--- src/rtl/seq_rst_pkg.sv ---
package seq_rst_pkg;

    typedef enum logic [1:0] {
        PH_HELD     = 2'd0,
        PH_COUNT    = 2'd1,
        PH_RELEASED = 2'd2
    } chan_phase_e;

    localparam int unsigned SYNC_DEPTH = 2;

endpackage

--- src/rtl/seq_rst_sync.sv ---
module seq_rst_sync #(
    parameter int unsigned W      = 3,
    parameter int unsigned STAGES = 2,
    parameter logic [W-1:0] RST_VAL = '0
) (
    input  logic         clk_i,
    input  logic         rst_ni,
    input  logic [W-1:0] async_i,
    output logic [W-1:0] sync_o
);

    logic [STAGES-1:0][W-1:0] stage_d, stage_q;

    assign stage_d[0] = async_i;

    for (genvar gi = 1; gi < STAGES; gi++) begin : g_chain
        assign stage_d[gi] = stage_q[gi-1];
    end

    always_ff @(posedge clk_i or negedge rst_ni) begin
        if (!rst_ni) begin
            stage_q <= {STAGES{RST_VAL}};
        end else begin
            stage_q <= stage_d;
        end
    end

    assign sync_o = stage_q[STAGES-1];

endmodule

--- src/rtl/seq_rst_debounce.sv ---
module seq_rst_debounce #(
    parameter int unsigned CYCLES = 4
) (
    input  logic clk_i,
    input  logic rst_ni,
    input  logic din_i,
    output logic dout_o
);

    localparam int unsigned DW = (CYCLES < 2) ? 1 : $clog2(CYCLES + 1);

    typedef struct packed {
        logic [DW-1:0] cnt;
        logic          val;
    } db_state_t;

    db_state_t st_d, st_q;

    always_comb begin
        st_d = st_q;
        if (din_i == st_q.val) begin
            st_d.cnt = '0;
        end else if (st_q.cnt == DW'(CYCLES - 1)) begin
            st_d.val = din_i;
            st_d.cnt = '0;
        end else begin
            st_d.cnt = st_q.cnt + DW'(1);
        end
    end

    always_ff @(posedge clk_i or negedge rst_ni) begin
        if (!rst_ni) begin
            st_q <= '{cnt: '0, val: 1'b1};
        end else begin
            st_q <= st_d;
        end
    end

    assign dout_o = st_q.val;

    // the output only ever moves toward the level just sampled
    a_r10_follow_input: assert property (@(posedge clk_i) disable iff (!rst_ni)
        (st_q.val != $past(st_q.val)) |-> (st_q.val == $past(din_i)));

    // the run counter never reaches the window length
    a_r10_cnt_bound: assert property (@(posedge clk_i) disable iff (!rst_ni)
        st_q.cnt < DW'(CYCLES));

endmodule

--- src/rtl/seq_rst_channel.sv ---
module seq_rst_channel
    import seq_rst_pkg::*;
#(
    parameter int unsigned CNT_W = 8
) (
    input  logic             clk_i,
    input  logic             rst_ni,
    input  logic             hold_i,
    input  logic [CNT_W-1:0] lim_i,
    output logic             rel_o
);

    typedef struct packed {
        chan_phase_e      phase;
        logic [CNT_W-1:0] cnt;
        logic [CNT_W-1:0] lim;
    } ch_state_t;

    ch_state_t        st_d, st_q;
    logic [CNT_W-1:0] lim_eff;

    assign lim_eff = (lim_i == '0) ? CNT_W'(1) : lim_i;

    always_comb begin
        st_d = st_q;
        if (hold_i) begin
            st_d.phase = PH_HELD;
            st_d.cnt   = '0;
            st_d.lim   = lim_eff;
        end else begin
            unique case (st_q.phase)
                PH_HELD, PH_COUNT: begin
                    if (st_q.cnt == st_q.lim - CNT_W'(1)) begin
                        st_d.phase = PH_RELEASED;
                    end else begin
                        st_d.phase = PH_COUNT;
                        st_d.cnt   = st_q.cnt + CNT_W'(1);
                    end
                end
                PH_RELEASED: st_d.phase = PH_RELEASED;
                default:     st_d.phase = PH_HELD;
            endcase
        end
    end

    always_ff @(posedge clk_i or negedge rst_ni) begin
        if (!rst_ni) begin
            st_q <= '{phase: PH_HELD, cnt: '0, lim: CNT_W'(1)};
        end else begin
            st_q <= st_d;
        end
    end

    assign rel_o = (st_q.phase == PH_RELEASED);

    // a cause for reset clears the counter on the following cycle
    a_r11_restart: assert property (@(posedge clk_i) disable iff (!rst_ni)
        hold_i |=> (st_q.phase == PH_HELD && st_q.cnt == '0));

    // the counter never passes the captured limit
    a_r7_cnt_bound: assert property (@(posedge clk_i) disable iff (!rst_ni)
        (st_q.phase != PH_RELEASED) |-> (st_q.cnt < st_q.lim));

    // release happens only at the end of a full count
    a_r3_full_count: assert property (@(posedge clk_i) disable iff (!rst_ni)
        $rose(rel_o) |-> ($past(st_q.cnt) == st_q.lim - CNT_W'(1)));

    // the captured limit is frozen while counting
    a_r7_lim_frozen: assert property (@(posedge clk_i) disable iff (!rst_ni)
        (!hold_i && st_q.phase == PH_COUNT) |=> $stable(st_q.lim));

endmodule

--- src/rtl/seq_rst_gen.sv ---
module seq_rst_gen
    import seq_rst_pkg::*;
#(
    parameter int unsigned TIMEOUT_CYCLES  = 20,
    parameter int unsigned DEBOUNCE_CYCLES = 4,
    parameter int unsigned CNT_W           = 8
) (
    input  logic             clk_i,
    input  logic             rst_ni,
    input  logic             pri_good_i,
    input  logic             sec_good_i,
    input  logic             man_rst_ni,
    input  logic             sec_prog_sel_i,
    input  logic [CNT_W-1:0] sec_prog_cnt_i,
    output logic             rst1_no,
    output logic             rst2_no
);

    localparam int unsigned      NSYNC   = 3;
    localparam logic [CNT_W-1:0] FIX_LIM = CNT_W'(TIMEOUT_CYCLES);

    typedef struct packed {
        logic pri_dly;
    } top_state_t;

    top_state_t       st_d, st_q;
    logic [NSYNC-1:0] sync_vec;
    logic             pri_s, sec_s, mr_s, mr_deb;
    logic             hold1, hold2;
    logic [CNT_W-1:0] lim2;
    logic             rel1, rel2;

    seq_rst_sync #(
        .W      (NSYNC),
        .STAGES (SYNC_DEPTH),
        .RST_VAL(3'b100)
    ) i_sync (
        .clk_i  (clk_i),
        .rst_ni (rst_ni),
        .async_i({man_rst_ni, sec_good_i, pri_good_i}),
        .sync_o (sync_vec)
    );

    assign pri_s = sync_vec[0];
    assign sec_s = sync_vec[1];
    assign mr_s  = sync_vec[2];

    seq_rst_debounce #(
        .CYCLES(DEBOUNCE_CYCLES)
    ) i_mr_db (
        .clk_i (clk_i),
        .rst_ni(rst_ni),
        .din_i (mr_s),
        .dout_o(mr_deb)
    );

    always_comb begin
        st_d         = st_q;
        st_d.pri_dly = pri_s;
    end

    always_ff @(posedge clk_i or negedge rst_ni) begin
        if (!rst_ni) begin
            st_q <= '{pri_dly: 1'b0};
        end else begin
            st_q <= st_d;
        end
    end

    assign hold1 = !st_q.pri_dly || !mr_deb;
    assign hold2 = !pri_s || !sec_s || !mr_deb || !rel1;
    assign lim2  = sec_prog_sel_i ? sec_prog_cnt_i : FIX_LIM;

    seq_rst_channel #(
        .CNT_W(CNT_W)
    ) i_ch1 (
        .clk_i (clk_i),
        .rst_ni(rst_ni),
        .hold_i(hold1),
        .lim_i (FIX_LIM),
        .rel_o (rel1)
    );

    seq_rst_channel #(
        .CNT_W(CNT_W)
    ) i_ch2 (
        .clk_i (clk_i),
        .rst_ni(rst_ni),
        .hold_i(hold2),
        .lim_i (lim2),
        .rel_o (rel2)
    );

    assign rst1_no = rel1;
    assign rst2_no = rel2;

    // delayed primary flag low forces the first output low
    a_r2_pri_low: assert property (@(posedge clk_i) disable iff (!rst_ni)
        !st_q.pri_dly |=> !rst1_no);

    // either synchronized supply flag low forces the second output low
    a_r4_sec_low: assert property (@(posedge clk_i) disable iff (!rst_ni)
        (!sec_s || !pri_s) |=> !rst2_no);

    // the first output never falls while the second is still high
    a_r5_assert_order: assert property (@(posedge clk_i) disable iff (!rst_ni)
        $fell(rst1_no) |-> !rst2_no);

    // the second output rises only after the first has been high a cycle
    a_r6_release_order: assert property (@(posedge clk_i) disable iff (!rst_ni)
        $rose(rst2_no) |-> (rst1_no && $past(rst1_no)));

    // only the primary flag or the manual reset can drop the first output
    a_r8_pri_only: assert property (@(posedge clk_i) disable iff (!rst_ni)
        $fell(rst1_no) |-> ($past(!st_q.pri_dly) || $past(!mr_deb)));

    // debounced manual reset holds both outputs
    a_r9_manual_both: assert property (@(posedge clk_i) disable iff (!rst_ni)
        !mr_deb |=> (!rst1_no && !rst2_no));

endmodule

--- config.mk ---
export PLATFORM = sky130hd
export DESIGN_NAME = seq_rst_gen
export DESIGN_NICKNAME = d
export VERILOG_FILES = /design/src/rtl/seq_rst_pkg.sv /design/src/rtl/seq_rst_sync.sv /design/src/rtl/seq_rst_debounce.sv /design/src/rtl/seq_rst_channel.sv /design/src/rtl/seq_rst_gen.sv
export SDC_FILE = /design/constraint.sdc
export NUM_CORES = 1
export LEC_CHECK = 0
export BUFFER_PORTS_ARGS = -buffer_cell sky130_fd_sc_hd__buf_2
export CAP_MARGIN = 5
export CORE_MARGIN = 8
export CORE_UTILIZATION = 35
export DETAILED_ROUTE_END_ITERATION = 6
export GPL_ROUTABILITY_DRIVEN = 1
export PLACE_DENSITY_LB_ADDON = 0.2
export SYNTH_ARGS = -nofsm -noshare
export SYNTH_HDL_FRONTEND = slang
export SYNTH_SLANG_ARGS = --single-unit
export TNS_END_PERCENT = 1
--- constraint.sdc ---
create_clock -name clk_i -period 2.1 [get_ports clk_i]
set_clock_uncertainty 0.05 [all_clocks]
set_input_delay 0.42 -clock clk_i [delete_from_list [all_inputs] [get_ports clk_i]]
set_output_delay 0.42 -clock clk_i [all_outputs]
set_load 0.005 [all_outputs]
### Word level (Yosys, flattened, before mapping)

Cells that the tools add are included.

| cells by class | value |
|---|---|
| muxes and demuxes | 14 |
| eq/ne operators | 10 |
| $add $sub $neg | 5 |
| bitwise operators | 1 |
| reduce and logical (&&, ||, !) cells | 19 |

Operators with widths:

| kind | number |
|---|---|
| two-way mux 8 bit | 6 |
| two-way mux 10 bit | 2 |
| adder 8 x 1 -> 8 bit (second input constant) | 2 |
| equality test 8 bit | 2 |
| zero test 8 bit | 1 |
| one-hot mux 2 bit (2 select lines) | 2 |
| subtractor 8 x 1 -> 8 bit (second input constant) | 1 |
| two-way mux 3 bit | 2 |
| AND reduction 2 bit | 3 |
| subtractor 5 x 1 -> 6 bit (second input constant) | 1 |
| zero test 1 bit | 5 |
| equality test 2 x 1 -> 1 bit (second input constant) | 2 |
| equality test 2 bit (second input constant) | 2 |
| zero test 2 bit | 2 |
| logical OR 1 bit | 4 |
| two-way mux 2 bit | 2 |
| != test 2 bit (second input constant) | 2 |
| nonzero test 2 bit | 2 |
| OR reduction 2 bit | 2 |
| adder 3 x 1 -> 3 bit (second input constant) | 1 |
| equality test 3 x 2 -> 1 bit (second input constant) | 1 |
| equality test 1 bit | 1 |
| NOT 1 bit | 1 |

| storage, ports and cells | value |
|---|---|
| input port bits | 14 |
| word-level logic and storage cells | 60 |
| output and inout port bits | 2 |
| flip-flop bits (word level) | 41 |

### Longest topological paths before layout

| logic depth | value |
|---|---|
| depth in word-level cells | 6 |
| mapped depth | 8 |
| depth with buffers taken out | 8 |

### By module

Synthesis repeated with hierarchy kept, for this count alone.

| second synthesis, totals | value |
|---|---|
| cells, all modules | 250 |
| area total of the unflattened synthesis | 2640.0 µm² |

By module, submodules not included:

| module | area each (µm²) | instances | cells each | sequential area each (µm²) |
|---|---|---|---|---|
| seq_rst_channel | 1113.6 | 2 | 110 | 451.7 |
| seq_rst_debounce | 167.7 | 1 | 11 | 101.3 |
| seq_rst_sync | 152.6 | 1 | 6 | 152.6 |
| seq_rst_gen | 92.6 | 1 | 13 | 25.0 |

### Least setup slack after synthesis

OpenSTA, ideal clock, no wires.

| path | value |
|---|---|
| path type | register to register |
| from | reg i_ch1.st_q[0] in the netlist's numbering |
| to | reg i_ch1.st_q[13] in the netlist's numbering |
| setup time | 0.132 ns |
| arrival | 1.988 ns |
| path slack | -0.070 ns |
| buffers on the path | 0 |
| required time | 1.918 ns |
| period minus slack after synthesis | 2.170 ns |
| cell stages (with the launch flop) | 9 |
| cells stage by stage | dfstp_2 > inv_1 > ha_1 > or4_1 > o22ai_2 > a41oi_4 > nand4_1 > xor2_1 > nor2_1 |

| on the way | value |
|---|---|
| word-level cells in the longest chain between the ends | 4 |

RTL lines:

| what | line | source |
|---|---|---|
| start: declaration | seq_rst_channel.sv:19 | `ch_state_t st_d, st_q;` |
| start signal: assignment | seq_rst_channel.sv:48 | `st_q <= '{phase: PH_HELD, cnt: '0, lim: CNT_W'(1)};` |
| start signal: assignment | seq_rst_channel.sv:50 | `st_q <= st_d;` |
| subtractor 5 x 1 -> 6 bit | seq_rst_channel.sv:33 | `if (st_q.cnt == st_q.lim - CNT_W'(1)) begin` |
| equality test 8 bit | seq_rst_channel.sv:33 |  |
| != test 2 bit (no source line) | n/a |  |
| AND reduction 2 bit (no source line) | n/a |  |

Every way passes these cells.
A chain may end at the register's enable or synchronous reset.

### Worst setup path in the final report

| path | value |
|---|---|
| from | reg i_ch2.st_q[0] in the netlist's numbering |
| to | reg i_ch2.st_q[12] in the netlist's numbering |

| on the way | value |
|---|---|
| word-level cells in the longest chain between the ends | 4 |

RTL lines:

| what | line |
|---|---|
| start: declaration | seq_rst_channel.sv:19 |
| start signal: assignment | seq_rst_channel.sv:48 |
| start signal: assignment | seq_rst_channel.sv:50 |
| subtractor 8 x 1 -> 8 bit | seq_rst_channel.sv:33 |
| equality test 8 bit | seq_rst_channel.sv:33 |
| != test 2 bit (no source line) | n/a |
| AND reduction 2 bit (no source line) | n/a |

Every way passes these cells.

==> flow_metrics.py <==
metrics = {
    "grt": {
        "grt_pass1_vias": 1537,
        "grt-ovfl-total": 0,
        "grt_pass1_wl_um": 7270,
        "grt_max_degree": 24,
        "track_usage_pct": 10.3,
        "antenna_found_initial": 0,
    },
    "sta": {
        "slew_headroom_pct": 66.8,
        "rsz0062_at_grt": "yes",
        "drv_slew": 0,
        "setup_ws_ns": -0.00557,
        "timing.fmax_mhz": 475,
        "worst_slew_pin_slew_ns": 0.498,
        "final-setup-viol-count": 2,
        "min_period_over_period_pct": 100,
        "report.final.hold_viol_count": 0,
        "fin_crit_ns": 2.11,
    },
    "yosys": {
        "syn_avg_cell_area_um2": 10.2,
        "synth_nets": 225,
        "ys_ff_latch": 41,
        "synth.distinct_cells": 51,
        "syn-cell-area_um2": 2100,
        "synth_edf_count": 0,
        "synthArstFlopShare_pct": 100,
        "yosys_most_used_dff": "dfrtp_1",
        "synth_warnings": 0,
        "seq_area_frac_synth_pct": 49.1,
        "syn_inst": 205,
    },
    "setup_path": {
        "r2r_cells": 8,
        "crit_required_ns": 2.26,
        "cp.arrival_ns": 2.26,
        "reg2reg_to": "i_ch2.st_q[12]",
        "crit_fanout": 5,
        "critPathKind": "reg2reg",
        "reg2reg_setup_slack_ns": -0.006,
        "cp-end-kind": "register",
        "rr_startpoint": "i_ch2.st_q[0]",
        "critPathLaunchType": "register",
    },
    "floorplan": {
        "core_area_um2": 5850,
        "placementRows": 28,
        "start_util_pct": 35.9,
        "pin_count": 16,
        "dieWidth_um": 93.5,
        "die_height_um": 93.5,
        "die_area_um2": 8740,
    },
    "job": {
        "maxCapViolCount": 0,
    },
    "pwr": {
        "p_seq_share_pct": 55.7,
        "power.density_nw_per_um2": 642,
        "p_leak_nw": 1.13,
        "clkPwrFrac_pct": 32.1,
        "p_sw_w": 0.000434,
        "peakVddDrop_mv": 0.322,
        "swShare_pct": 26.9,
        "comb_power_share_pct": 12.2,
        "intPower_w": 0.00118,
        "fin_total_pwr_w": 0.00161,
    },
    "placed_design": {
        "hpwl_um": 2940,
        "dpl-instance-area_um2": 2300,
        "portBuffers": 15,
        "place_ws_ns": -0.0696,
        "gp_congestion": 0.778,
        "placed_cells": 297,
    },
    "routing": {
        "drc": 0,
        "drtIter0Drc": 53,
        "routed_wl_um": 4060,
        "vias": 1556,
        "viasPerCell": 5.04,
        "wl_per_cell_um": 13.1,
        "drtPass1Iterations": 4,
        "ant_nets": 0,
    },
    "cts": {
        "cts.path.max_buffers": 2,
        "clk_pin_slew_ns": 0.09,
        "cts_max_level": 2,
        "cts_tree": "done",
        "cts_buffers": 5,
        "cts.sinks": 41,
        "root_buffer": "clkbuf_8",
        "insertion_delay_ns": 0.29,
    },
    "cells_and_area": {
        "mostFrequentLayoutCell": "dfrtp_1",
        "stdcell_area_um2": 2510,
        "area_growth_pct": 19.5,
        "instances_no_fill": 309,
        "antennaDiodeCount": 0,
        "mostFrequentLayoutCells": "dfrtp_1 (36), nand2_1 (19), nor2_1 (17)",
        "final_nets": 253,
        "layout-drive-gt1-share_pct": 27.8,
    },
    "outcome": {
        "violations": "setup timing",
        "status": "finished, violations left",
    },
    "hold_path": {
        "hold_class": "in2async",
    },
}
==> cell type report <==
type                            instances  area, um^2
Timing Repair Buffer                   27         165
Sequential cell                        41        1030
Tap cell                               75        93.8
Multi-Input combinational cell        149        1100
Fill cell                             574        3340
Inverter                                9        33.8
Clock inverter                          3        21.3
Clock buffer                            5        68.8
==> worst max-delay path, stage by stage (launching register included) <==
cell,delay (ns)
dfstp_2,0.55
inv_2,0.05
ha_4,0.25
xor2_1,0.14
nand2_1,0.12
nor4_4,0.30
o211ai_2,0.21
nand4_1,0.15
mux2i_1,0.20
==> flip-flops by register name, indices dropped and copies added (netlist names) <==
name            flops
i_sync.stage_d      3
i_mr_db.st_q        3
i_mr_db.dout_o      1
i_sync.sync_o       3
i_ch1.st_q         12
i_ch2.st_q         18
st_q                1
==> power groups by stage <==
stage	clock network (W)	logic, W	registers [W]
global route	0.000579	0.000225	0.000910
finish	0.000517	0.000197	0.000898
CTS	0.000544	0.000198	0.000898
detailed placement	0	0.000186	0.000913
floorplan	0	0.000124	0.000903
global placement	0	0.000183	0.000912
==> timing repair <==
action,4_1_cts,5_1_grt
pin swaps,6,6
hold buffers,0,0
setup buffers,3,0
gates resized for setup,7,9
setup endpoints to repair,4,18
cloned,1,0
==> cells by family (layout without fill, tap and decap cells) <==
family	after synthesis	in the layout	synth area share (%)
compound gates	32	33	11.7
simple gates	90	90	23.3
fa+ha+maj	6	6	3.57
xor+xnor	16	16	7.03
buf+inv	16	44	3.27
flops	41	41	49.1
mux	4	4	1.97
==> worst max-delay path by stage <==
stage / to / slack (ns) / depth (start not counted) / from
after global placement: i_ch2.st_q[12] / -0.006 / 7 / i_ch2.st_q[0]
after detailed placement: i_ch2.st_q[12] / -0.07 / 7 / i_ch2.st_q[0]
after global routing: i_ch2.st_q[9] / -0.14 / 8 / i_ch2.st_q[0]
after floorplan: i_ch2.st_q[14] / 0.05 / 8 / i_ch2.st_q[0]
final: i_ch2.st_q[12] / -0.006 / 8 / i_ch2.st_q[0]
after CTS: i_ch1.st_q[13] / 0.01 / 8 / i_ch1.st_q[0]
==> metal layers <==
metal  vias up  part of all wire [%]  GRT usage, %
met5         -                     0             0
met4         0                  0.99          4.03
met2        16                    48          16.0
met1       761                    49          13.5
met3         2                   2.2          2.24
li1        777                     -             -
==> synthesized netlist by cell type (2+ instances only) <==
cell	n	area, um^2
ha_1	6	75.1
nand4_1	7	43.8
o21ai_0	6	30.0
nand3b_1	2	15.0
nand2_1	19	71.3
buf_4	2	15.0
xnor2_1	7	61.3
and3_1	2	12.5
a21o_1	2	15.0
nand2b_1	5	31.3
or4_1	3	22.5
nor3_1	3	15.0
and4_1	2	17.5
and2b_2	2	17.5
nor3b_1	3	22.5
xor2_1	8	70.1
clkbuf_1	4	15.0
a31oi_1	3	18.8
a21oi_1	6	30.0
inv_1	9	33.8
nor2b_1	3	18.8
dfstp_2	5	131
nor4_1	2	12.5
dfrtp_1	36	901
and2_1	3	18.8
nand3_1	11	55.1
mux2i_1	3	30.0
nor2_1	18	67.6
==> through the flow <==
| stage | TNS (ns) | utilization, % | hold slack (ns) |
|---|---|---|---|
| 2_1_floorplan | 0 | - | 0.0744 |
| 3_3_place_gp | -0.00630 | 39.4 | 0.282 |
| 3_5_place_dp | -0.160 | 39.4 | 0.286 |
| 4_1_cts | 0 | 42.3 | 0.0431 |
| 5_1_grt | -1.18 | 42.9 | 0.0649 |
| 6_report | -0.0106 | 42.9 | 0.0282 |
(Power assumes the default switching activity.)
